## config.mk

```make
export PLATFORM = sky130hd
export DESIGN_NAME = hint_wb_cache
export DESIGN_NICKNAME = d
export VERILOG_FILES = /design/src/rtl/hwc_pkg.sv /design/src/rtl/hwc_tag_store.sv /design/src/rtl/hwc_data_store.sv /design/src/rtl/hwc_ctrl.sv /design/src/rtl/hint_wb_cache.sv
export SDC_FILE = /design/constraint.sdc
export NUM_CORES = 2
export LEC_CHECK = 0
export BUFFER_PORTS_ARGS = -buffer_cell sky130_fd_sc_hd__buf_2
export CAP_MARGIN = 10
export CORE_MARGIN = 5
export CORE_UTILIZATION = 48
export DETAILED_ROUTE_END_ITERATION = 8
export HOLD_SLACK_MARGIN = 0.06
export PLACE_DENSITY = 0.71
export SKIP_LAST_GASP = 1
export SYNTH_ARGS = -nofsm -noshare
export SYNTH_HDL_FRONTEND = slang
export SYNTH_SLANG_ARGS = --single-unit
```

## constraint.sdc

```tcl
create_clock -name clk -period 9 [get_ports clk]
set_clock_uncertainty 0.1 [all_clocks]
set_input_delay 1.8 -clock clk [delete_from_list [all_inputs] [get_ports clk]]
set_output_delay 1.8 -clock clk [all_outputs]
set_load 0.05 [all_outputs]
```

## src/rtl/hwc_pkg.sv

```systemverilog
package hwc_pkg;

   typedef enum logic [2:0] {
      OP_LOAD     = 3'd0,
      OP_STORE    = 3'd1,
      OP_PREFETCH = 3'd2,
      OP_ZERO     = 3'd3,
      OP_INVAL    = 3'd4,
      OP_FLUSH    = 3'd5,
      OP_LOADLAST = 3'd6
   } hwc_op_e;

   typedef enum logic [1:0] {
      ST_IDLE   = 2'd0,
      ST_LOOKUP = 2'd1,
      ST_WBACK  = 2'd2,
      ST_FILL   = 2'd3
   } hwc_state_e;

endpackage

```

## src/rtl/hwc_tag_store.sv

```systemverilog
module hwc_tag_store #(
   parameter int SETS  = 8,
   parameter int SET_W = 3,
   parameter int WAYS  = 2,
   parameter int TAG_W = 9
) (
   input  logic             clk,
   input  logic             rst_n,
   input  logic [SET_W-1:0] lk_set,
   input  logic [TAG_W-1:0] lk_tag,
   output logic             hit,
   output logic             hit_way,
   output logic             hit_dirty,
   output logic             vic_way,
   output logic             vic_valid,
   output logic             vic_dirty,
   output logic [TAG_W-1:0] vic_tag,
   input  logic             ent_we,
   input  logic             ent_way,
   input  logic             ent_valid,
   input  logic             ent_dirty,
   input  logic             lru_we,
   input  logic             lru_val
);

   logic [TAG_W-1:0] tag_q   [SETS][WAYS];
   logic [WAYS-1:0]  valid_q [SETS];
   logic [WAYS-1:0]  dirty_q [SETS];
   logic [SETS-1:0]  lru_q;
   logic [WAYS-1:0]  hit_vec;

   generate
      for (genvar w = 0; w < WAYS; w++) begin : g_cmp
         assign hit_vec[w] = valid_q[lk_set][w] && (tag_q[lk_set][w] == lk_tag);
      end
   endgenerate

   assign hit       = |hit_vec;
   assign hit_way   = hit_vec[1];
   assign hit_dirty = dirty_q[lk_set][hit_way];

   always_comb begin
      if (!valid_q[lk_set][0])      vic_way = 1'b0;
      else if (!valid_q[lk_set][1]) vic_way = 1'b1;
      else                          vic_way = lru_q[lk_set];
   end

   assign vic_valid = valid_q[lk_set][vic_way];
   assign vic_dirty = dirty_q[lk_set][vic_way];
   assign vic_tag   = tag_q[lk_set][vic_way];

   always_ff @(posedge clk or negedge rst_n) begin
      if (!rst_n) begin
         for (int s = 0; s < SETS; s++) begin
            valid_q[s] <= '0;
            dirty_q[s] <= '0;
         end
         lru_q <= '0;
      end else begin
         if (ent_we) begin
            valid_q[lk_set][ent_way] <= ent_valid;
            dirty_q[lk_set][ent_way] <= ent_dirty;
         end
         if (lru_we) lru_q[lk_set] <= lru_val;
      end
   end

   always_ff @(posedge clk) begin
      if (ent_we && ent_valid) tag_q[lk_set][ent_way] <= lk_tag;
   end

   AST_SINGLE_HIT: assert property (@(posedge clk) disable iff (!rst_n)
      $onehot0(hit_vec)) else $error("two ways hold one tag");

   generate
      for (genvar s = 0; s < SETS; s++) begin : g_chk
         AST_DIRTY_NEEDS_VALID: assert property (@(posedge clk) disable iff (!rst_n)
            (dirty_q[s] & ~valid_q[s]) == '0) else $error("dirty invalid line");
      end
   endgenerate

endmodule

```

## src/rtl/hwc_data_store.sv

```systemverilog
module hwc_data_store #(
   parameter int SETS       = 8,
   parameter int SET_W      = 3,
   parameter int LINE_WORDS = 4,
   parameter int WSEL_W     = 2,
   parameter int WORD_W     = 32,
   parameter int LINE_W     = LINE_WORDS * WORD_W
) (
   input  logic              clk,
   input  logic [SET_W-1:0]  set,
   input  logic [WSEL_W-1:0] word_sel,
   input  logic              rd_way,
   output logic [LINE_W-1:0] rd_line,
   output logic [WORD_W-1:0] rd_word,
   input  logic              wr_way,
   input  logic              line_we,
   input  logic [LINE_W-1:0] line_wdata,
   input  logic              word_we,
   input  logic [WORD_W-1:0] word_wdata
);

   logic [LINE_W-1:0] line_q [SETS][2];
   logic [LINE_W-1:0] cur_line;
   logic [LINE_W-1:0] merged;

   assign rd_line  = line_q[set][rd_way];
   assign cur_line = line_q[set][wr_way];

   generate
      for (genvar i = 0; i < LINE_WORDS; i++) begin : g_lane
         assign merged[i*WORD_W +: WORD_W] =
            (word_sel == WSEL_W'(i)) ? word_wdata : cur_line[i*WORD_W +: WORD_W];
      end
   endgenerate

   always_comb begin
      rd_word = '0;
      for (int i = 0; i < LINE_WORDS; i++) begin
         if (word_sel == WSEL_W'(i)) rd_word = rd_line[i*WORD_W +: WORD_W];
      end
   end

   always_ff @(posedge clk) begin
      if (line_we)      line_q[set][wr_way] <= line_wdata;
      else if (word_we) line_q[set][wr_way] <= merged;
   end

endmodule

```

## src/rtl/hwc_ctrl.sv

```systemverilog
module hwc_ctrl
   import hwc_pkg::*;
#(
   parameter int ADDR_W = 16,
   parameter int WORD_W = 32,
   parameter int LINE_W = 128,
   parameter int OFF_W  = 4,
   parameter int WSEL_W = 2,
   parameter int BYTE_W = 2,
   parameter int SET_W  = 3,
   parameter int TAG_W  = 9
) (
   input  logic              clk,
   input  logic              rst_n,
   input  logic              cpu_valid,
   output logic              cpu_ready,
   input  logic [2:0]        cpu_op,
   input  logic [ADDR_W-1:0] cpu_addr,
   input  logic [WORD_W-1:0] cpu_wdata,
   output logic [WORD_W-1:0] cpu_rdata,
   output logic              cpu_rvalid,
   output logic              mem_req,
   output logic              mem_we,
   output logic [ADDR_W-1:0] mem_addr,
   output logic [LINE_W-1:0] mem_wdata,
   input  logic              mem_ack,
   input  logic [LINE_W-1:0] mem_rdata,
   output logic [SET_W-1:0]  lk_set,
   output logic [TAG_W-1:0]  lk_tag,
   output logic [WSEL_W-1:0] word_sel,
   input  logic              hit,
   input  logic              hit_way,
   input  logic              hit_dirty,
   input  logic              vic_way,
   input  logic              vic_valid,
   input  logic              vic_dirty,
   input  logic [TAG_W-1:0]  vic_tag,
   output logic              ent_we,
   output logic              ent_way,
   output logic              ent_valid,
   output logic              ent_dirty,
   output logic              lru_we,
   output logic              lru_val,
   output logic              d_rd_way,
   input  logic [LINE_W-1:0] d_rd_line,
   input  logic [WORD_W-1:0] d_rd_word,
   output logic              d_line_we,
   output logic [LINE_W-1:0] d_line_wdata,
   output logic              d_word_we,
   output logic [WORD_W-1:0] d_word_wdata
);

   hwc_state_e        state_q, state_d;
   hwc_op_e           op_q;
   logic [ADDR_W-1:0] addr_q;
   logic [WORD_W-1:0] wdata_q;
   logic              tgt_q, tgt_d;
   logic              rv_d;
   logic              mreq_set, mwe_set;
   logic [ADDR_W-1:0] maddr_set;
   logic              is_alloc;

   assign lk_set       = addr_q[OFF_W +: SET_W];
   assign lk_tag       = addr_q[ADDR_W-1 -: TAG_W];
   assign word_sel     = addr_q[BYTE_W +: WSEL_W];
   assign cpu_ready    = (state_q == ST_IDLE);
   assign d_word_wdata = wdata_q;
   assign d_rd_way     = (state_q == ST_WBACK) ? tgt_q : hit_way;
   assign mem_wdata    = d_rd_line;

   assign is_alloc = (op_q == OP_LOAD) || (op_q == OP_STORE) || (op_q == OP_PREFETCH) ||
                     (op_q == OP_ZERO) || (op_q == OP_LOADLAST);

   always_comb begin
      state_d      = state_q;
      tgt_d        = tgt_q;
      rv_d         = 1'b0;
      ent_we       = 1'b0;
      ent_way      = hit_way;
      ent_valid    = 1'b1;
      ent_dirty    = 1'b0;
      lru_we       = 1'b0;
      lru_val      = ~hit_way;
      d_line_we    = 1'b0;
      d_line_wdata = '0;
      d_word_we    = 1'b0;
      mreq_set     = 1'b0;
      mwe_set      = 1'b0;
      maddr_set    = '0;
      case (state_q)
         ST_IDLE: if (cpu_valid) state_d = ST_LOOKUP;
         ST_LOOKUP: begin
            state_d = ST_IDLE;
            if (is_alloc && hit) begin
               lru_we  = 1'b1;
               lru_val = (op_q == OP_LOADLAST) ? hit_way : ~hit_way;
               if (op_q == OP_STORE) begin
                  ent_we    = 1'b1;
                  ent_dirty = 1'b1;
                  d_word_we = 1'b1;
               end
               if (op_q == OP_ZERO) begin
                  ent_we    = 1'b1;
                  ent_dirty = 1'b1;
                  d_line_we = 1'b1;
               end
               rv_d = (op_q == OP_LOAD) || (op_q == OP_LOADLAST);
            end else if (is_alloc) begin
               tgt_d = vic_way;
               if (vic_valid && vic_dirty) begin
                  state_d   = ST_WBACK;
                  mreq_set  = 1'b1;
                  mwe_set   = 1'b1;
                  maddr_set = {vic_tag, lk_set, {OFF_W{1'b0}}};
               end else if (op_q == OP_ZERO) begin
                  ent_we    = 1'b1;
                  ent_way   = vic_way;
                  ent_dirty = 1'b1;
                  d_line_we = 1'b1;
                  lru_we    = 1'b1;
                  lru_val   = ~vic_way;
               end else begin
                  state_d   = ST_FILL;
                  mreq_set  = 1'b1;
                  maddr_set = {lk_tag, lk_set, {OFF_W{1'b0}}};
               end
            end else if (((op_q == OP_INVAL) || (op_q == OP_FLUSH)) && hit) begin
               if ((op_q == OP_FLUSH) && hit_dirty) begin
                  state_d   = ST_WBACK;
                  tgt_d     = hit_way;
                  mreq_set  = 1'b1;
                  mwe_set   = 1'b1;
                  maddr_set = {lk_tag, lk_set, {OFF_W{1'b0}}};
               end else begin
                  ent_we    = 1'b1;
                  ent_valid = 1'b0;
               end
            end
         end
         ST_WBACK: if (mem_ack) begin
            ent_we    = 1'b1;
            ent_way   = tgt_q;
            ent_valid = 1'b0;
            state_d   = (op_q == OP_FLUSH) ? ST_IDLE : ST_LOOKUP;
         end
         ST_FILL: if (mem_ack) begin
            ent_we       = 1'b1;
            ent_way      = tgt_q;
            d_line_we    = 1'b1;
            d_line_wdata = mem_rdata;
            state_d      = ST_LOOKUP;
         end
         default: state_d = ST_IDLE;
      endcase
   end

   always_ff @(posedge clk or negedge rst_n) begin
      if (!rst_n) begin
         state_q    <= ST_IDLE;
         op_q       <= OP_LOAD;
         addr_q     <= '0;
         wdata_q    <= '0;
         tgt_q      <= 1'b0;
         cpu_rvalid <= 1'b0;
         cpu_rdata  <= '0;
         mem_req    <= 1'b0;
         mem_we     <= 1'b0;
         mem_addr   <= '0;
      end else begin
         state_q    <= state_d;
         tgt_q      <= tgt_d;
         cpu_rvalid <= rv_d;
         if (rv_d) cpu_rdata <= d_rd_word;
         if ((state_q == ST_IDLE) && cpu_valid) begin
            op_q    <= hwc_op_e'(cpu_op);
            addr_q  <= cpu_addr;
            wdata_q <= cpu_wdata;
         end
         if (mreq_set) begin
            mem_req  <= 1'b1;
            mem_we   <= mwe_set;
            mem_addr <= maddr_set;
         end else if (mem_ack) begin
            mem_req <= 1'b0;
         end
      end
   end

   AST_REQ_HELD: assert property (@(posedge clk) disable iff (!rst_n)
      (mem_req && !mem_ack) |=> (mem_req && $stable(mem_addr) && $stable(mem_we) && $stable(mem_wdata)))
      else $error("memory request changed before ack");
   AST_BUSY_NOT_READY: assert property (@(posedge clk) disable iff (!rst_n)
      mem_req |-> !cpu_ready) else $error("ready while memory busy");
   AST_ZERO_NO_READ: assert property (@(posedge clk) disable iff (!rst_n)
      (mem_req && !mem_we) |-> (op_q != OP_ZERO)) else $error("allocate-zero read memory");
   AST_INVAL_NO_WRITE: assert property (@(posedge clk) disable iff (!rst_n)
      mem_req |-> (op_q != OP_INVAL)) else $error("invalidate made traffic");
   AST_FLUSH_WRITE_ONLY: assert property (@(posedge clk) disable iff (!rst_n)
      (mem_req && (op_q == OP_FLUSH)) |-> mem_we) else $error("flush read memory");
   AST_RVALID_LOADS: assert property (@(posedge clk) disable iff (!rst_n)
      cpu_rvalid |-> ((op_q == OP_LOAD) || (op_q == OP_LOADLAST))) else $error("data returned for non-load");

endmodule

```

## src/rtl/hint_wb_cache.sv

```systemverilog
module hint_wb_cache #(
   parameter int ADDR_W     = 16,
   parameter int WORD_W     = 32,
   parameter int LINE_WORDS = 4,
   parameter int SETS       = 8,
   parameter int WAYS       = 2
) (
   input  logic                         clk,
   input  logic                         rst_n,
   input  logic                         cpu_valid,
   output logic                         cpu_ready,
   input  logic [2:0]                   cpu_op,
   input  logic [ADDR_W-1:0]            cpu_addr,
   input  logic [WORD_W-1:0]            cpu_wdata,
   output logic [WORD_W-1:0]            cpu_rdata,
   output logic                         cpu_rvalid,
   output logic                         mem_req,
   output logic                         mem_we,
   output logic [ADDR_W-1:0]            mem_addr,
   output logic [LINE_WORDS*WORD_W-1:0] mem_wdata,
   input  logic                         mem_ack,
   input  logic [LINE_WORDS*WORD_W-1:0] mem_rdata
);

   localparam int LINE_W = LINE_WORDS * WORD_W;
   localparam int BYTE_W = $clog2(WORD_W / 8);
   localparam int WSEL_W = $clog2(LINE_WORDS);
   localparam int OFF_W  = BYTE_W + WSEL_W;
   localparam int SET_W  = $clog2(SETS);
   localparam int TAG_W  = ADDR_W - SET_W - OFF_W;

   generate
      if (WAYS != 2) begin : g_bad_ways
         $error("one replacement bit per set needs exactly two ways");
      end
      if ((SETS < 2) || ((SETS & (SETS - 1)) != 0)) begin : g_bad_sets
         $error("SETS must be a power of two of at least 2");
      end
      if ((LINE_WORDS < 2) || ((LINE_WORDS & (LINE_WORDS - 1)) != 0)) begin : g_bad_line
         $error("LINE_WORDS must be a power of two of at least 2");
      end
      if ((WORD_W < 8) || ((WORD_W & (WORD_W - 1)) != 0)) begin : g_bad_word
         $error("WORD_W must be a power of two of at least 8");
      end
      if (TAG_W < 1) begin : g_bad_addr
         $error("ADDR_W too small for the chosen geometry");
      end
   endgenerate

   logic [SET_W-1:0]  lk_set;
   logic [TAG_W-1:0]  lk_tag;
   logic [WSEL_W-1:0] word_sel;
   logic              hit, hit_way, hit_dirty;
   logic              vic_way, vic_valid, vic_dirty;
   logic [TAG_W-1:0]  vic_tag;
   logic              ent_we, ent_way, ent_valid, ent_dirty;
   logic              lru_we, lru_val;
   logic              d_rd_way, d_line_we, d_word_we;
   logic [LINE_W-1:0] d_rd_line, d_line_wdata;
   logic [WORD_W-1:0] d_rd_word, d_word_wdata;

   hwc_ctrl #(
      .ADDR_W(ADDR_W), .WORD_W(WORD_W), .LINE_W(LINE_W), .OFF_W(OFF_W),
      .WSEL_W(WSEL_W), .BYTE_W(BYTE_W), .SET_W(SET_W), .TAG_W(TAG_W)
   ) u_ctrl (
      .clk(clk), .rst_n(rst_n),
      .cpu_valid(cpu_valid), .cpu_ready(cpu_ready), .cpu_op(cpu_op),
      .cpu_addr(cpu_addr), .cpu_wdata(cpu_wdata), .cpu_rdata(cpu_rdata),
      .cpu_rvalid(cpu_rvalid),
      .mem_req(mem_req), .mem_we(mem_we), .mem_addr(mem_addr),
      .mem_wdata(mem_wdata), .mem_ack(mem_ack), .mem_rdata(mem_rdata),
      .lk_set(lk_set), .lk_tag(lk_tag), .word_sel(word_sel),
      .hit(hit), .hit_way(hit_way), .hit_dirty(hit_dirty),
      .vic_way(vic_way), .vic_valid(vic_valid), .vic_dirty(vic_dirty), .vic_tag(vic_tag),
      .ent_we(ent_we), .ent_way(ent_way), .ent_valid(ent_valid), .ent_dirty(ent_dirty),
      .lru_we(lru_we), .lru_val(lru_val),
      .d_rd_way(d_rd_way), .d_rd_line(d_rd_line), .d_rd_word(d_rd_word),
      .d_line_we(d_line_we), .d_line_wdata(d_line_wdata),
      .d_word_we(d_word_we), .d_word_wdata(d_word_wdata)
   );

   hwc_tag_store #(
      .SETS(SETS), .SET_W(SET_W), .WAYS(WAYS), .TAG_W(TAG_W)
   ) u_tags (
      .clk(clk), .rst_n(rst_n), .lk_set(lk_set), .lk_tag(lk_tag),
      .hit(hit), .hit_way(hit_way), .hit_dirty(hit_dirty),
      .vic_way(vic_way), .vic_valid(vic_valid), .vic_dirty(vic_dirty), .vic_tag(vic_tag),
      .ent_we(ent_we), .ent_way(ent_way), .ent_valid(ent_valid), .ent_dirty(ent_dirty),
      .lru_we(lru_we), .lru_val(lru_val)
   );

   hwc_data_store #(
      .SETS(SETS), .SET_W(SET_W), .LINE_WORDS(LINE_WORDS), .WSEL_W(WSEL_W),
      .WORD_W(WORD_W), .LINE_W(LINE_W)
   ) u_data (
      .clk(clk), .set(lk_set), .word_sel(word_sel),
      .rd_way(d_rd_way), .rd_line(d_rd_line), .rd_word(d_rd_word),
      .wr_way(ent_way), .line_we(d_line_we), .line_wdata(d_line_wdata),
      .word_we(d_word_we), .word_wdata(d_word_wdata)
   );

endmodule

```

==> flow_metrics.tcl <==
set metrics [dict create \
    hold_class "flop to flop" \
    drt_iter0_drc 9209 \
    setup_ws_ns 1.07 \
    yosysSeqAreaShare_pct 74.2 \
    fin_util_pct 54.9 \
    ctsHoldBuffers 0 \
    cts_made_buffers 222 \
    placed_cell_area_um2 98400 \
    cts_max_level 4 \
    die_h_um 451 \
    post_cts_buffers 0 \
    layout_min_cycle_time_ns 7.93 \
    grt_pass1_vias 58797 \
    p_leak_nw 35.7 \
    synth_xor_area_share_pct 0.0845 \
    ys_ff_latch 2331 \
    fin_area_um2 106000 \
    synth_top_area_share_pct 70.5 \
    drive_gt1_share_pct 18.6 \
    grt_use_total_pct 29.3 \
    rsz0062_at_grt "no" \
    worstSetupPathType "flop to output port" \
    status "completed" \
    ant_nets 0 \
    seqCellArea_um2 69300 \
    synthMuxAreaShare_pct 6.27 \
    multi_input_area_um2 22400 \
    slew_viol_final 0 \
    synth_compound_area_share_pct 13.2 \
    r2r_end "u_data.line_q[7][210]" \
    yosysTopAreaCell "edfxtp_1" \
    grt_pass1_wl_mm 431 \
    worstPathRequired_ns 7.10 \
    final_common_cell "edfxtp_1" \
    start_kind "flop" \
    start_util_pct 48.4 \
    ctsResizeCount 0 \
    r2r_setup_slack_ns 2.27 \
    vias 60831 \
    dr.pass1.iters 8 \
    hold_ws_ns 0.385 \
    place_ws_ns 2.14 \
    place.gp.congestion 0.851 \
    cp_data_arrival_time_ns 6.03 \
    yosys.area_share.simple_pct 4.01 \
    io_buffers 356 \
    crit_start "u_ctrl.addr_q[6]" \
    r2r_cells 13 \
    yosys_warnings 0 \
    synth_top_family_by_area "compound AO/OA/AOI/OAI gates" \
    syn_to_final_growth_pct 13.5 \
    core-area_um2 193000 \
    r2r-start "u_ctrl.addr_q[5]" \
    viasPerCell 6.82 \
    synth_edf_count 2192 \
    cp-end-kind "output port" \
    antenna_found_initial 17 \
    synthTopCellsByArea "edfxtp_1, a22oi_1, dfrtp_1, mux2_2, mux2i_1" \
    hpwl_mm 171 \
    p_per_area_nw_per_um2 359 \
    async_flop_share_pct 5.96 \
    slew_headroom_pct 15.6 \
    cap_violations 0 \
    die_area_um2 203000 \
    wl_per_cell_um 34.4 \
    die_w_um 451 \
    grt_max_degree 123 \
    synth_cell_type_count 77 \
    finalPower_mw 38.0 \
    syn_inst 5881 \
    pin_count 363 \
    layout_common_cells "edfxtp_1, a22oi_1, o21ai_0" \
    totalWireLength_mm 306 \
    syn_area_um2 93300 \
    synth_flop_cell "edfxtp_1" \
    fillCellCount 14825 \
    finalSetupViolations 0 \
    max-vdd-ir-drop_v 0.000362 \
    overflow 0 \
    fmax_mhz 126 \
    cp-endpoint "mem_wdata[10]" \
    clock-sinks 2331 \
    synthAdderAreaFrac_pct 0.0536 \
    root_buffer "clkbuf_16" \
    tightest_slew_ns 1.26 \
    drc_errors 0 \
    rows 161 \
    fin_crit_sh_pct 88.1 \
    critPathMaxFanout 50 \
    finalHoldViolations 0 \
    synth.avg_cell_area_um2 15.9 \
    path_clk_slew_ns 0.06 \
    nNetsFinal 6363 \
    cts_buffer_depth 3 \
    cts_tree "done" \
    clkLatencyLatePin_ns 0.90 \
]
worst max-delay path, stage by stage, from the launching register on:
cell and delay [ns]:
dfrtp_4 0.96, buf_4 0.45, mux2i_1 0.23, nor2_1 0.05, o21ai_0 0.32, a21boi_0 0.25, o2111ai_4 0.25, o31a_2 0.70
buf_4 0.64, buf_4 0.44, mux2i_1 0.37, buf_2 0.33
worst min-delay path by stage:
| stage | from | end | slack [ns] | depth (start not counted) |
|---|---|---|---|---|
| floorplan | u_tags.dirty_q[2] | u_tags.dirty_q[2] | 0.35 | 1 |
| global placement | u_tags.dirty_q[12] | u_tags.dirty_q[12] | 0.36 | 1 |
| detailed placement | u_tags.dirty_q[10] | u_tags.dirty_q[10] | 0.37 | 1 |
| CTS | u_tags.dirty_q[10] | u_tags.dirty_q[10] | 0.39 | 1 |
| global route | u_tags.valid_q[7] | u_tags.valid_q[7] | 0.40 | 1 |
| finish | u_tags.dirty_q[10] | u_tags.dirty_q[10] | 0.39 | 1 |
logic make-up (layout without fill, tap and decap cells):
group / after synthesis / count (layout)
simple gates: 775 / 775
other cells: 1 / 23
buf+inv: 481 / 968
compound gates: 1792 / 1792
mux: 488 / 488
fa+ha+maj: 4 / 4
flops: 2331 / 2331
xor+xnor: 9 / 9
stage by stage:
stage               std cells  TNS, ns
global placement         8478        0
finish                   8916        0
detailed placement       8478        0
global route             8905        0
CTS                      8897        0
floorplan                5884  -145.25
state kept, by name, indices dropped and copies added (netlist names):
| register | flops |
|---|---|
| u_ctrl.cpu_rvalid | 1 |
| u_ctrl.tgt_q | 1 |
| u_tags.dirty_q | 16 |
| u_ctrl.addr_q | 14 |
| u_ctrl.op_q | 3 |
| u_ctrl.mem_req | 1 |
| u_ctrl.cpu_rdata | 32 |
| u_tags.tag_q | 144 |
| u_data.line_q | 2048 |
| u_ctrl.state_q | 2 |
| u_tags.lru_q | 8 |
| u_ctrl.mem_we | 1 |
| u_ctrl.d_word_wdata | 32 |
| u_ctrl.mem_addr | 12 |
| u_tags.valid_q | 16 |
metal layers:
layer	vias up	GRT usage [%]	wire, µm
met2	4925	44.0	136000
met5	-	0	29
met1	30542	37.3	105000
li1	24424	-	-
met3	936	6.47	37300
met4	4	22.2	27500
synthesized netlist by cell type (14+ instances only):
master	instances
nand4_1	93
and2_1	23
a21oi_1	153
mux2_1	35
dfrtp_1	139
a22o_1	75
inv_1	42
or3_1	39
mux2i_1	198
o21ai_1	155
a211o_1	19
a221oi_1	188
o21a_1	46
and3_1	51
o311ai_0	44
mux2_2	201
a31oi_1	20
edfxtp_1	2192
buf_1	85
nor3_1	18
nand3_1	45
mux4_2	54
a22oi_1	600
a21o_1	14
nor2_1	152
o21ai_0	358
o211ai_1	54
nand2_1	294
buf_2	55
o22ai_1	14
clkbuf_1	277
power by group:
group          internal, mW  total (mW)  switching [mW]
sequential             12.7        13.6           0.863
combinational          4.17        15.0            10.8
clock                  5.33        9.50            4.16
layout make-up:
class / count / area share [%]
clock inverters: 149 / 1.60
multi-input cells: 3072 / 21.1
repair buffers: 505 / 3.18
diodes: 19 / 0.0449
inverters: 44 / 0.161
well taps: 2526 / 2.98
clock buffers: 270 / 5.46
flip-flops and latches: 2331 / 65.4
No activity file was read; power rests on OpenSTA's default activity.
